$ cat config.mk
export PLATFORM = sky130hd
export DESIGN_NAME = slot_dma_chain
export DESIGN_NICKNAME = d
export VERILOG_FILES = /design/src/rtl/slot_dma_pkg.sv /design/src/rtl/slot_chain_link.sv /design/src/rtl/slot_grant_reg.sv /design/src/rtl/slot_dma_chain.sv
export SDC_FILE = /design/constraint.sdc
export NUM_CORES = 1
export LEC_CHECK = 0
export ABC_AREA = 1
export BUFFER_PORTS_ARGS = -buffer_cell sky130_fd_sc_hd__buf_2
export CAP_MARGIN = 20
export CORE_ASPECT_RATIO = 0.75
export CORE_MARGIN = 2
export CORE_UTILIZATION = 30
export CTS_CLUSTER_SIZE = 12
export DETAILED_ROUTE_END_ITERATION = 10
export PLACE_DENSITY = 0.57
export SLEW_MARGIN = 5
export SYNTH_ARGS = -nofsm -noshare
export SYNTH_HDL_FRONTEND = slang
export SYNTH_SLANG_ARGS = --single-unit
$ cat constraint.sdc
create_clock -name clk -period 4.2 [get_ports clk]
set_clock_uncertainty 0.15 [all_clocks]
set_input_delay 0.21 -clock clk [delete_from_list [all_inputs] [get_ports clk]]
set_output_delay 0.21 -clock clk [all_outputs]
set_load 0.02 [all_outputs]
$ cat src/rtl/slot_dma_pkg.sv
package slot_dma_pkg;
  localparam int unsigned DEFAULT_SLOTS = 8;

  typedef enum logic [1:0] {
    LINK_EMPTY = 2'd0,
    LINK_PASS  = 2'd1,
    LINK_IDLE  = 2'd2,
    LINK_TAKE  = 2'd3
  } link_mode_e;

  function automatic link_mode_e classify_link(input logic present,
                                               input logic dma_card,
                                               input logic req);
    if (!present)
      return LINK_EMPTY;
    else if (!dma_card)
      return LINK_PASS;
    else if (req)
      return LINK_TAKE;
    else
      return LINK_IDLE;
  endfunction
endpackage

$ cat src/rtl/slot_chain_link.sv
module slot_chain_link
  import slot_dma_pkg::*;
(
  input  logic link_in,
  input  logic present,
  input  logic dma_card,
  input  logic req,
  output logic link_out,
  output logic eligible
);
  link_mode_e mode;

  always_comb begin
    mode = classify_link(present, dma_card, req);
    link_out = 1'b0;
    eligible = 1'b0;
    unique case (mode)
      LINK_EMPTY: link_out = 1'b0;
      LINK_PASS:  link_out = link_in;
      LINK_IDLE:  link_out = link_in;
      LINK_TAKE: begin
        link_out = 1'b0;
        eligible = link_in;
      end
      default: link_out = 1'b0;
    endcase
  end
endmodule

$ cat src/rtl/slot_grant_reg.sv
module slot_grant_reg #(
  parameter int unsigned NUM_SLOTS = 8
) (
  input  logic                 clk,
  input  logic                 rst_n,
  input  logic                 cycle_start,
  input  logic [NUM_SLOTS-1:0] eligible,
  output logic [NUM_SLOTS-1:0] grant
);
  logic [NUM_SLOTS-1:0] winner;
  logic [NUM_SLOTS:0]   taken;

  // Defensive first-set pick; the chain already leaves at most one eligible.
  assign taken[0] = 1'b0;
  for (genvar i = 0; i < NUM_SLOTS; i++) begin : g_pick
    assign winner[i]  = eligible[i] & ~taken[i];
    assign taken[i+1] = taken[i] | eligible[i];
  end

  always_ff @(posedge clk) begin
    if (!rst_n)
      grant <= '0;
    else if (cycle_start)
      grant <= winner;
  end
endmodule

$ cat src/rtl/slot_dma_chain.sv
module slot_dma_chain
  import slot_dma_pkg::*;
#(
  parameter int unsigned NUM_SLOTS = DEFAULT_SLOTS
) (
  input  logic                 clk,
  input  logic                 rst_n,
  input  logic                 cycle_start,
  input  logic [NUM_SLOTS-1:0] slot_present,
  input  logic [NUM_SLOTS-1:0] slot_dma_card,
  input  logic [NUM_SLOTS-1:0] slot_req,
  output logic [NUM_SLOTS-1:0] chain_in,
  output logic [NUM_SLOTS-1:0] chain_out,
  output logic [NUM_SLOTS-1:0] grant,
  output logic                 dma_n,
  output logic                 cpu_halt
);
  logic [NUM_SLOTS-1:0] eligible;

  assign chain_in[0] = 1'b1;

  for (genvar s = 0; s < NUM_SLOTS; s++) begin : g_slot
    slot_chain_link u_link (
      .link_in  (chain_in[s]),
      .present  (slot_present[s]),
      .dma_card (slot_dma_card[s]),
      .req      (slot_req[s]),
      .link_out (chain_out[s]),
      .eligible (eligible[s])
    );
    if (s + 1 < NUM_SLOTS) begin : g_next
      assign chain_in[s+1] = chain_out[s];
    end
  end

  slot_grant_reg #(.NUM_SLOTS(NUM_SLOTS)) u_grant (
    .clk         (clk),
    .rst_n       (rst_n),
    .cycle_start (cycle_start),
    .eligible    (eligible),
    .grant       (grant)
  );

  assign dma_n    = ~(|grant);
  assign cpu_halt = |grant;
endmodule

Yosys cells after proc, flatten, opt, wreduce, memory -nomap -nowiden
Cells that the tools add are included.
{"block": "word_totals", "in_bits": 27, "out_inout_bits": 26, "word_cells": 111, "reg_bits": 8}
{"block": "classes", "n_reduce_logical": 25, "n_eq_ne": 24, "n_bitwise": 21, "mux": 40}
{"cell": "2-bit equality test (second input constant)", "count": 16}
{"cell": "2-bit two-way mux", "count": 16}
{"cell": "2-bit OR reduction", "count": 16}
{"cell": "2-bit by 1-bit equality test with 1-bit output (second input constant)", "count": 8}
{"cell": "2-bit zero test", "count": 8}
{"cell": "1-bit two-way mux", "count": 16}
{"cell": "1-bit case mux with 2 select lines", "count": 8}
{"cell": "1-bit NOT", "count": 8}
{"cell": "8-bit OR reduction", "count": 1}
{"cell": "1-bit AND", "count": 7}
{"cell": "1-bit bitwise OR", "count": 6}

Longest topological paths before layout
{"block": "depth", "word_depth": 15, "ltp_mapped": 10, "depth_no_buf": 10}

Modules after synthesis
A second synthesis with hierarchy kept.
{"block": "hier_totals", "hier_cells": 149, "hier_area_um2": 877.1}
{"mod": "slot_chain_link", "area_each_um2": 51.3, "cells_each": 10, "instances": 8, "seq_area_each_um2": 0.0}
{"mod": "slot_grant_reg", "area_each_um2": 342.8, "cells_each": 44, "instances": 1, "seq_area_each_um2": 160.2}
{"mod": "slot_dma_chain", "area_each_um2": 123.9, "cells_each": 25, "instances": 1, "seq_area_each_um2": 0.0}

Least setup slack after synthesis
No wires, ideal clock.
{"block": "synth_path", "path_kind": "reg-to-output", "startpoint": "register u_grant.grant[4]", "endpoint": "output cpu_halt", "n_path_buf": 0, "arrival_time_ps": 1553, "path_slack_ps": 2287, "t_required_ps": 3840, "stages_incl_launch_ff": 5, "path_cell_list": "dfxtp_1 > nor2_1 > inv_1 > nor4_1 > inv_1"}
{"block": "synth_via", "elab_chain_cells": 1}
{"item": "start, declared", "line": "slot_grant_reg.sv:8", "text": "output logic [NUM_SLOTS-1:0] grant"}
{"item": "start signal, assigned", "line": "slot_grant_reg.sv:24", "text": "grant <= winner;"}
{"item": "8-bit OR reduction", "line": "slot_dma_chain.sv:45", "text": "assign cpu_halt = |grant;"}
{"item": "end, declared", "line": "slot_dma_chain.sv:16", "text": "output logic cpu_halt"}
No other way between the ends.

Worst setup path in the final report
{"block": "layout_path", "startpoint": "input slot_present[0]", "endpoint": "output chain_out[7]"}
{"block": "layout_via", "elab_chain_cells": 11, "elab_cells_between_ends": 15, "classes_between": "3 x eq/ne; 9 x mux; 3 x reduce/logical"}
{"item": "start, declared", "line": "slot_dma_chain.sv:9", "text": "input logic [NUM_SLOTS-1:0] slot_present,"}
{"item": "2-bit two-way mux (*)", "line": "slot_dma_pkg.sv:14", "text": "if (!present)"}
{"item": "2-bit equality test (tied with other cells)", "line": "slot_chain_link.sv:17", "text": "unique case (mode)"}
{"item": "2-bit OR reduction (no line)"}
{"item": "1-bit case mux with 2 select lines (*) (8 in a row)", "line": "slot_chain_link.sv:17"}
{"item": "end, declared", "line": "slot_dma_chain.sv:13", "text": "output logic [NUM_SLOTS-1:0] chain_out,"}
Every way passes the cells marked *; elsewhere a longest branch is shown, timed or not.

==> summary.txt <==
FFs w/ async S/R, synth = 0
Required @ worst endpoint = 3.84 ns
Top cell type's share of synthesized area = 0.188
Hold depth = 3
CTS tree = done
Vias in the first global route = 745
Clock transition at the registers of the reported paths = 0.04 ns
Hold Vio Cnt, Final = 0
Most instantiated cells after synthesis = inv_1, nand2_1, buf_4
Fmax = 0.508 GHz
Clock power frac = 0.379
Core box area = 0.00266 mm²
Max cap viols = 0
Fraction of final layout cells sized beyond drive strength 1 = 0.373
Worst R2R End = u_grant.grant[7]$_SDFFE_PN0P_
Fillers = 281
Peak supply drop = 86.4 µV
Syn Std Cell Area = 851 µm²
RR Startpoint = u_grant.grant[7]$_SDFFE_PN0P_
Global routing met2 resource utilization = 0.185
Pre-CTS worst setup slack = 2.22 ns
Number of flip-flops under the largest register name = 8
Synthesized flop and latch total = 8
Per-cell routed wire length = 8.75 µm
Startpoint Class = primary input
ANT cells = 0
Largest registers = u_grant.grant x8
Largest cells by area after synthesis = dfxtp_1, buf_4, inv_1, ha_1, nand2_1
Status = finished, final reports clean
Vias per cell = 4.12
Row cnt = 16
Pre-antenna DRT Iters = 4
Nature of the critical path endpoint = output pin
Synth area leader = dfxtp_1
RSZ-0062 raised after global routing = false
Synthesis Warnings = 0
Total wire length = 1770 µm
Hold Startpoint = rst_n
Final setup violation count = 0
Nets@finish = 203
Hold_buf cts = 0
Gr usage total = 0.119
Finished Layout Cells = 202
# IOs = 53
Seq/Total Area, Yosys = 0.188
Vias = 833
Mapped Avg Cell Area = 6.65 µm²
Most Crowded Layer GR = met2
Setup TNS = 0 ns
Library cells used by synthesis = 20
Final Max Slew Viols = 0
Gpl congestion = 0.691
Layout area overhead = 26.0%
Pin count of the biggest net entering global routing = 8
Dpl hpwl = 1570 µm
CTS Buf Count = 3
Met1 Use GR = 0.150
Setup bufs post-CTS = 0
P_sw = 73.8 µW
Final WS setup = 2.23 ns
Post-CTS sizing = 0
Max FO, Critical Path = 6
Hold/Removal Path Class = in -> reg
Initial Util = 0.320
Crit path kind = in -> out
Post-Syn Nets = 163
Pint = 167 µW
Clock root buffer = clkbuf_8
Inst Count DP = 199
IO buf count = 51
Grt total ovfl = 0
Reg with most FFs = u_grant.grant
Prevailing post-synth register cell = dfxtp_1
Fin crit period = 1.97 ns
Post-route ant nets = 0
Most common cell in the netlist = inv_1
R2R Setup Slk = 3.41 ns
Die area = 0.00328 mm²
Gate power share = 0.298
Final design utilization = 0.403
R2r worst-path depth = 2
Post-synth EDFFs = 0
CTS Sinks = 8
Initial antenna violation count = 0
Leak = 0.000707 µW
WP data arrival = 1.61 ns
Pwr/cell area = 224 mW/mm²
First-pass GRT wire length = 2970 µm
Met3 Usage GRT = 0.0160
Clk buf depth = 2
Die height = 50.1 µm
DRC violations left = 0
First DRT Iteration DRCs = 12
Sw Ratio = 0.307
Die extent in x = 65.5 µm
H-Tree Depth = 1
Syn Inst Count = 128
Reg power frac = 0.323
Hold Path End = u_grant.grant[0]$_SDFFE_PN0P_
Period utilization = 0.468
Worst-skew pair later-pin latency = 0.23 ns
==> kinds of logic (layout without fill, tap and decap cells) <==
| group | count (synthesis) | count (layout) | synth area share |
|---|---|---|---|
| other | 1 | 1 | 0.00441 |
| and+or+nand+nor | 48 | 48 | 0.290 |
| AOI/OAI and AO/OA | 16 | 16 | 0.122 |
| DFF | 8 | 8 | 0.188 |
| buffers and inverters | 47 | 85 | 0.278 |
| adders and majority gates | 8 | 8 | 0.118 |
==> how the worst max path moves through the flow <==
stage,cells after the start,slack (ns),start,to
3_5_place_dp,9,2.22,slot_present[0],chain_out[7]
4_1_cts,9,2.21,slot_present[0],chain_out[7]
3_3_place_gp,9,2.29,slot_present[0],chain_out[7]
2_1_floorplan,4,2.29,u_grant.grant[4]$_SDFFE_PN0P_,cpu_halt
5_1_grt,9,2.10,slot_present[0],chain_out[7]
6_report,9,2.23,slot_present[0],chain_out[7]
==> metrics by stage <==
| step | hold WS [ns] | cell area [µm²] | total power (µW) |
|---|---|---|---|
| 6_report | 0.0906 | 1070 | 241 |
| 2_1_floorplan | 0.196 | 851 | 135 |
| 4_1_cts | 0.0812 | 1070 | 244 |
| 5_1_grt | 0.0913 | 1070 | 256 |
| 3_5_place_dp | 0.318 | 1030 | 151 |
| 3_3_place_gp | 0.313 | 1030 | 150 |
==> critical path, cell delays in order <==
cell,delay [ns]
buf_2,0.10
a21boi_0,0.12
ha_1,0.39
nand3_2,0.12
nor2_4,0.15
nand2_4,0.09
nor2_4,0.11
and3_1,0.16
buf_2,0.16
==> layout by cell type, fill, tap and decap left out, types with 3 or more instances in the layout <==
cell type and count:
ha_1 8, buf_2 51, nor2_1 7, inv_1 31
nand3_1 7, a21boi_0 8, nand2_1 24, dfxtp_1 8
clkbuf_8 3, a21oi_1 6
==> power groups by stage <==
stage,Sequential (µW),Clock (µW),Combinational [µW]
2_1_floorplan,79.8,0,54.9
3_3_place_gp,78.9,0,71.1
3_5_place_dp,78.9,0,72.2
4_1_cts,77.7,93.4,72.6
5_1_grt,77.7,96.7,81.4
6_report,77.7,91.2,71.7
==> cell type report <==
cell class | instances | area (µm²) | area share
Tap cell | 36 | 45.0 | 0.0420
Clock buffer | 3 | 41.3 | 0.0385
Inverter | 31 | 116 | 0.109
Timing Repair Buffer | 51 | 255 | 0.238
Sequential cell | 8 | 160 | 0.149
Multi-Input combinational cell | 73 | 454 | 0.424
==> metal layers <==
metal / vias up / wire length (µm)
met5: - / 0
met4: 0 / 36
met3: 4 / 79
met2: 24 / 813
met1: 349 / 838
li1: 456 / -
(Power assumes the default switching activity.)
